## src/rtl/bwd_pkg.sv

```systemverilog
package bwd_pkg;

    typedef enum logic [2:0] {
        ST_IDLE,
        ST_HUNT,
        ST_DATA,
        ST_STAT,
        ST_CRC,
        ST_MATCH,
        ST_DONE
    } bwd_state_e;

    // normalised size code: 3 behaves as 2 (32-bit)
    function automatic logic [1:0] bwd_norm(input logic [1:0] code);
        return (code == 2'd3) ? 2'd2 : code;
    endfunction

    function automatic logic [5:0] bwd_bits(input logic [1:0] code);
        logic [1:0] n;
        n = bwd_norm(code);
        case (n)
            2'd0:    return 6'd8;
            2'd1:    return 6'd16;
            default: return 6'd32;
        endcase
    endfunction

endpackage

```

## src/rtl/bwd_crc_serial.sv

```systemverilog
module bwd_crc_serial #(
    parameter int          CW   = 32,
    parameter logic [CW-1:0] POLY = 32'hEDB88320
) (
    input  logic          clk,
    input  logic          rst_n,
    input  logic          init_i,
    input  logic          en_i,
    input  logic          bit_i,
    output logic [CW-1:0] crc_o
);
    logic [CW-1:0] crc_q;

    always_ff @(posedge clk or negedge rst_n) begin
        if (!rst_n) begin
            crc_q <= '1;
        end else if (init_i) begin
            crc_q <= '1;
        end else if (en_i) begin
            crc_q <= (crc_q >> 1) ^ ({CW{bit_i ^ crc_q[0]}} & POLY);
        end
    end

    assign crc_o = crc_q;
endmodule

```

## src/rtl/bwd_wr_port.sv

```systemverilog
module bwd_wr_port
    import bwd_pkg::*;
#(
    parameter int AW = 32,
    parameter int DW = 32
) (
    input  logic          clk,
    input  logic          rst_n,
    input  logic          load_i,
    input  logic [AW-1:0] base_i,
    input  logic [1:0]    size_i,
    input  logic          issue_i,
    input  logic [DW-1:0] data_i,
    output logic          busy_o,
    output logic          wr_req_o,
    output logic [AW-1:0] wr_addr_o,
    output logic [DW-1:0] wr_data_o,
    output logic [1:0]    wr_size_o,
    input  logic          wr_ack_i,
    input  logic          wr_err_i,
    output logic          err_flag_o,
    output logic [AW-1:0] err_addr_o
);
    logic [AW-1:0] next_q, addr_q, eaddr_q;
    logic [DW-1:0] data_q;
    logic [1:0]    size_q;
    logic          req_q, flag_q;
    logic [AW-1:0] step;

    assign step = AW'(3'd1 << size_q);

    always_ff @(posedge clk or negedge rst_n) begin
        if (!rst_n) begin
            next_q  <= '0;
            addr_q  <= '0;
            data_q  <= '0;
            size_q  <= 2'd0;
            req_q   <= 1'b0;
            flag_q  <= 1'b0;
            eaddr_q <= '0;
        end else begin
            if (load_i) begin
                next_q <= base_i;
                size_q <= bwd_norm(size_i);
            end else if (issue_i && !req_q) begin
                req_q  <= 1'b1;
                addr_q <= next_q;
                data_q <= data_i;
                next_q <= next_q + step;
            end
            if (req_q && (wr_ack_i || wr_err_i)) begin
                req_q <= 1'b0;
            end
            if (req_q && wr_err_i && !flag_q) begin
                flag_q  <= 1'b1;
                eaddr_q <= addr_q;
            end
        end
    end

    assign busy_o     = req_q;
    assign wr_req_o   = req_q;
    assign wr_addr_o  = addr_q;
    assign wr_data_o  = data_q;
    assign wr_size_o  = size_q;
    assign err_flag_o = flag_q;
    assign err_addr_o = eaddr_q;
endmodule

```

## src/rtl/burst_write_deser.sv

```systemverilog
module burst_write_deser
    import bwd_pkg::*;
#(
    parameter int          AW       = 32,
    parameter int          LW       = 16,
    parameter logic [31:0] CRC_POLY = 32'hEDB88320
) (
    input  logic          clk,
    input  logic          rst_n,
    input  logic          cmd_go_i,
    input  logic [AW-1:0] cmd_addr_i,
    input  logic [LW-1:0] cmd_len_i,
    input  logic [1:0]    cmd_size_i,
    input  logic          shift_i,
    input  logic          tdi_i,
    output logic          tdo_o,
    output logic          wr_req_o,
    output logic [AW-1:0] wr_addr_o,
    output logic [31:0]   wr_data_o,
    output logic [1:0]    wr_size_o,
    input  logic          wr_ack_i,
    input  logic          wr_err_i,
    output logic          err_flag_o,
    output logic [AW-1:0] err_addr_o
);
    localparam int WMAX = 32;
    localparam int CW   = 32;
    localparam int BCW  = $clog2(WMAX) + 1;

    bwd_state_e     state_q, state_d;
    logic [BCW-1:0] bitcnt_q, nbits_q;
    logic [LW-1:0]  left_q;
    logic [WMAX-1:0] sh_q, sh_in, word_val;
    logic [CW-1:0]  rx_q, rx_in, crc_val;
    logic           stat_q, match_q;
    logic           last_bit, crc_end, issue, busy;

    assign sh_in    = {tdi_i, sh_q[WMAX-1:1]};
    assign rx_in    = {tdi_i, rx_q[CW-1:1]};
    assign word_val = sh_in >> (BCW'(WMAX) - nbits_q);
    assign last_bit = (bitcnt_q == nbits_q - BCW'(1));
    assign crc_end  = (bitcnt_q == BCW'(CW - 1));
    assign issue    = !cmd_go_i && shift_i && (state_q == ST_DATA) && last_bit;

    bwd_crc_serial #(.CW(CW), .POLY(CRC_POLY)) crc_i (
        .clk    (clk),
        .rst_n  (rst_n),
        .init_i (cmd_go_i),
        .en_i   (!cmd_go_i && shift_i && (state_q == ST_DATA)),
        .bit_i  (tdi_i),
        .crc_o  (crc_val)
    );

    bwd_wr_port #(.AW(AW), .DW(WMAX)) port_i (
        .clk        (clk),
        .rst_n      (rst_n),
        .load_i     (cmd_go_i),
        .base_i     (cmd_addr_i),
        .size_i     (cmd_size_i),
        .issue_i    (issue),
        .data_i     (word_val),
        .busy_o     (busy),
        .wr_req_o   (wr_req_o),
        .wr_addr_o  (wr_addr_o),
        .wr_data_o  (wr_data_o),
        .wr_size_o  (wr_size_o),
        .wr_ack_i   (wr_ack_i),
        .wr_err_i   (wr_err_i),
        .err_flag_o (err_flag_o),
        .err_addr_o (err_addr_o)
    );

    // next-state logic
    always_comb begin
        state_d = state_q;
        if (cmd_go_i) begin
            state_d = ST_HUNT;
        end else if (shift_i) begin
            unique case (state_q)
                ST_IDLE:  state_d = ST_IDLE;
                ST_HUNT:  if (tdi_i) state_d = (left_q == '0) ? ST_CRC : ST_DATA;
                ST_DATA:  if (last_bit) state_d = ST_STAT;
                ST_STAT:  state_d = (left_q == '0) ? ST_CRC : ST_DATA;
                ST_CRC:   if (crc_end) state_d = ST_MATCH;
                ST_MATCH: state_d = ST_DONE;
                ST_DONE:  state_d = ST_DONE;
            endcase
        end
    end

    // state register
    always_ff @(posedge clk or negedge rst_n) begin
        if (!rst_n) state_q <= ST_IDLE;
        else        state_q <= state_d;
    end

    // datapath
    always_ff @(posedge clk or negedge rst_n) begin
        if (!rst_n) begin
            bitcnt_q <= '0;
            nbits_q  <= BCW'(WMAX);
            left_q   <= '0;
            sh_q     <= '0;
            rx_q     <= '0;
            stat_q   <= 1'b0;
            match_q  <= 1'b0;
        end else if (cmd_go_i) begin
            bitcnt_q <= '0;
            nbits_q  <= bwd_bits(cmd_size_i);
            left_q   <= cmd_len_i;
            stat_q   <= 1'b0;
            match_q  <= 1'b0;
        end else if (shift_i) begin
            case (state_q)
                ST_DATA: begin
                    sh_q <= sh_in;
                    if (last_bit) begin
                        bitcnt_q <= '0;
                        left_q   <= left_q - LW'(1);
                        stat_q   <= !busy;
                    end else begin
                        bitcnt_q <= bitcnt_q + BCW'(1);
                    end
                end
                ST_CRC: begin
                    rx_q <= rx_in;
                    if (crc_end) begin
                        bitcnt_q <= '0;
                        match_q  <= (rx_in == crc_val);
                    end else begin
                        bitcnt_q <= bitcnt_q + BCW'(1);
                    end
                end
                default: bitcnt_q <= '0;
            endcase
        end
    end

    // outputs
    always_comb begin
        unique case (state_q)
            ST_STAT:  tdo_o = stat_q;
            ST_MATCH: tdo_o = match_q;
            default:  tdo_o = 1'b0;
        endcase
    end
endmodule

```

## config.mk

```make
export PLATFORM = sky130hd
export DESIGN_NAME = burst_write_deser
export DESIGN_NICKNAME = d
export VERILOG_FILES = /design/src/rtl/bwd_pkg.sv /design/src/rtl/bwd_crc_serial.sv /design/src/rtl/bwd_wr_port.sv /design/src/rtl/burst_write_deser.sv
export SDC_FILE = /design/constraint.sdc
export NUM_CORES = 1
export LEC_CHECK = 0
export ABC_AREA = 1
export BUFFER_PORTS_ARGS = -buffer_cell sky130_fd_sc_hd__buf_2
export CAP_MARGIN = 0
export CORE_UTILIZATION = 60
export CTS_BUF_LIST = sky130_fd_sc_hd__clkbuf_4 sky130_fd_sc_hd__clkbuf_8
export CTS_CLUSTER_DIAMETER = 120
export DETAILED_ROUTE_END_ITERATION = 6
export GPL_ROUTABILITY_DRIVEN = 0
export HOLD_SLACK_MARGIN = 0.02
export PLACE_DENSITY = 0.86
export SKIP_LAST_GASP = 1
export SYNTH_ARGS = -nofsm -noshare
export SYNTH_HDL_FRONTEND = slang
export SYNTH_SLANG_ARGS = --single-unit
```

## constraint.sdc

```tcl
create_clock -name clk -period 3.45 [get_ports clk]
set_clock_uncertainty 0.2 [all_clocks]
set_input_delay 0.69 -clock clk [delete_from_list [all_inputs] [get_ports clk]]
set_output_delay 0.69 -clock clk [all_outputs]
set_load 0.02 [all_outputs]
```

==> qor.log <==
[global_routing] number of global-route vias before repair 10644
[detailed_routing] number of violations reported at the end of detailed-routing iteration 0 1107
[placed_design] number of buffers inserted by port buffering 157
[clock_network] TritonCTS clock tree built
[pwr] leakage power of the design 7.48 nW
[detailed_routing] average via count per standard cell 5.56
[global_routing] maximum number of pins on one net before global-route repair 106
[synth] area share of the largest cell type after synthesis 0.436
[clock_network] clock transition at the registers of the reported paths 0.06 ns
[layout] total area of sequential cells 0.00642 sq mm
[critical_path] start point of the critical path port_i.wr_size_o[0]
[synth] FF+latch count, synth 255
[clock_network] CTS H-tree depth 2
[pwr] logic gate share of total power 0.152
[critical_path] type of origin of the critical path register
[sta] achievable frequency 0.341 GHz
[hold_path] Min-Delay Path Class in2reg
[detailed_routing] routed wire length 32.0 mm
[layout] number of nets at the end of the flow 1799
[critical_path] Crit path arrival time 3.15 ns
[pwr] sequential cell fraction of total power 0.479
[critical_path] critical path's most frequent cell nand2_1
[layout] layout cells sized above 1 0.186
[critical_path] cells traversed along the worst timing path inv_1 -> ha_1 -> inv_1 -> nand2_1 -> nand3_1 -> nand2_1 -> nand4_4 -> clkinv_1 -> buf_4 -> nand2_1 -> o21ai_0
[flow_run] Maximum Capacitance Violations 0
[global_routing] initial antenna violation count 0
[critical_path] data required time at the worst endpoint 3.67 ns
[critical_path] number of buffer and inverter stages on the critical path 4
[critical_path] longest individual stage delay on the worst path 0.59 ns
[critical_path] top cell family by delay on the critical path buffers and inverters
[placed_design] detailed placer's ending HPWL 22.1 mm
[critical_path] critical path fanouts, max 21
[critical_path] Reg2Reg Launch Point port_i.wr_size_o[0]
[detailed_routing] count of vias placed by the detailed router 11298
[outcome] outcome finished, final reports clean
[clock_network] Gates resized, CTS repair 0
[detailed_routing] DRT Pass-1 Iters 6
[pwr] VDD IR-drop max 254 uV
[layout] Area growth syn-to-layout 14.1%
[layout] count of filler cells inserted in the layout 1582
[critical_path] sort of element at the end of the critical path register
[layout] final cell utilization of the core 0.709
[pwr] Switching Fraction 0.297
[synth] main flop type after synthesis dfrtp_1
[detailed_routing] count of nets left with antenna violations after detail routing 0
[synth] fraction of registers with async set or reset after synthesis 1.00
[sta] final setup vio count 0
[synth] most common cell in the synthesized netlist nand2_1
[sta] setup repair after global routing missed its margin false
[clock_network] Skew-Pair Late Insertion Delay 0.55 ns
[synth] post-synthesis cell area 0.0127 sq mm
[clock_network] number of hold buffers added after cts 1
[clock_network] number of clock sinks 255
[clock_network] Clock Tree Root clkbuf_8
[synth] most instantiated cells after synthesis 490 x nand2_1, 222 x dfrtp_1, 167 x inv_1
[floorplanning] total core area 0.0205 sq mm
[detailed_routing] mean routed wirelength per cell 15.8 microns
[detailed_routing] DRC viols 0
[sta] Worst slew margin 0.331
[critical_path] CP Class reg2reg
[sta] actual transition at the worst max-transition pin 1.00 ns
[sta] number of pins with negative max-slew slack in the final report 0
[pwr] Pint 5.16 mW
[sta] endpoints failing hold 0
[layout] area occupied by multi-input gates 0.00532 sq mm
[pwr] Clk pwr share 0.370
[critical_path] Critical-path top delay cell clkinv_1
[clock_network] buffers inserted by post-CTS timing repair 0
[clock_network] number of buffers inserted during clock tree synthesis 42
[synth] post-synthesis cell count 1582
[sta] Total Neg Setup Slack 0 ns
[synth] synthesized area divided by synthesized cell count 8.05 sq um
[synth] post-synth top area cell dfrtp_1
[synth] distinct cell type count after synthesis 39
[pwr] total net switching power 2.19 mW
[global_routing] wire length of the first global-routing pass 52.1 mm
[synth] share of the yosys chip area belonging to registers 0.504
[floorplanning] number of top-level pins 158
[floorplanning] die outline area 0.0218 sq mm
[synth] yosys warns 0
[global_routing] grt ovf 0
[clock_network] maximum clock insertion buffer count 3
[global_routing] global routing usage summed across all routing layers 0.299
[pwr] power density over the cells 505 mW/mm^2
[synth] number of nets in the synthesized netlist 1648
[synth] largest cells by area after synthesis dfrtp_1 44%, nand2_1 14%, dfstp_2 6.8%
[sta] post-route minimum period 2.93 ns
[synth] number of synthesized flops with an enable pin 0
[floorplanning] row cnt 52
[floorplanning] die span in y 148 microns
[floorplanning] die width 148 microns
[hold_path] hold_sp wr_ack_i
[sta] Final period util 0.850
[floorplanning] starting utilization of the core area 0.622
## metrics by stage
step / hold WS (ns) / total power [mW] / instance area, sq um / setup slack (ns) / instances
after global routing: 0.118 / 7.68 / 14500 / 0.334 / 2031
after CTS: 0.116 / 7.36 / 14500 / 0.541 / 2031
after floorplan: 0.194 / 4.27 / 12700 / 1.03 / 1582
after global placement: 0.260 / 4.60 / 13700 / 0.720 / 1958
after detailed placement: 0.269 / 4.65 / 13700 / 0.577 / 1958
final: 0.128 / 7.35 / 14500 / 0.517 / 2032
## state kept, by name, indices dropped and copies added, names as in the netlist, 3 cells and up
name               count
crc_i.crc_o           32
port_i.err_addr_o     32
port_i.next_q         32
port_i.wr_addr_o      32
port_i.wr_data_o      32
rx_q                  31
sh_q                  31
left_q                16
bitcnt_q               6
state_q                3
## layer usage
metal  up-vias  track usage  part of all wire
li1       5395            -                 -
met1      5289        0.410              0.42
met2       522        0.470              0.46
met3        92       0.0608             0.091
met4         0        0.115             0.029
met5         -            0                 0
## layout make-up
type,count,share of cell area
well taps,270,0.0232
repair buffers,172,0.0644
clock inverters,3,0.00146
clock buffers,69,0.0580
flip-flops and latches,255,0.442
inverters,173,0.0448
multi-input cells,1089,0.366
diodes,1,0.000172
## final timing paths
kind                                         end  slack, ns  cells after the start
min in group asynchronous               rx_q[25]       0.47                      2
max in group asynchronous  port_i.err_addr_o[20]       1.70                      3
setup reg to reg             port_i.wr_addr_o[2]       0.52                     11
setup / recovery             port_i.wr_addr_o[2]       0.52                     11
hold / removal                     port_i.busy_o       0.13                      2
hold reg to reg             port_i.wr_data_o[24]       0.28                      2
## cells by family after synthesis
| kind of cell | synth area share |
|---|---|
| AND/OR/NAND/NOR | 0.235 |
| flip-flops | 0.504 |
| XOR/XNOR | 0.0261 |
| adder cells (fa/ha/maj) | 0.00943 |
| buffers and inverters | 0.0784 |
| multiplexers | 0.0239 |
| AO/OA/AOI/OAI | 0.123 |
## power by group through the flow
| stage | registers [mW] | clock network (mW) | logic [mW] |
|---|---|---|---|
| 5_1_grt | 3.54 | 2.86 | 1.27 |
| 3_5_place_dp | 3.55 | 0 | 1.09 |
| 2_1_floorplan | 3.49 | 0 | 0.773 |
| 3_3_place_gp | 3.54 | 0 | 1.05 |
| 6_report | 3.52 | 2.72 | 1.11 |
| 4_1_cts | 3.51 | 2.74 | 1.11 |
## placed cells by master, fill, tap and decap left out, drive strengths merged, types with 11 or more instances in the layout
master / count
a21oi: 42
a22oi: 18
buf: 171
clkbuf: 69
dfrtp: 222
dfstp: 33
inv: 171
mux2: 27
nand2: 493
nand3: 97
nor2: 125
o21ai: 176
o22ai: 19
o31ai: 15
xnor2: 11
xor2: 27
(Power assumes the default switching activity.)
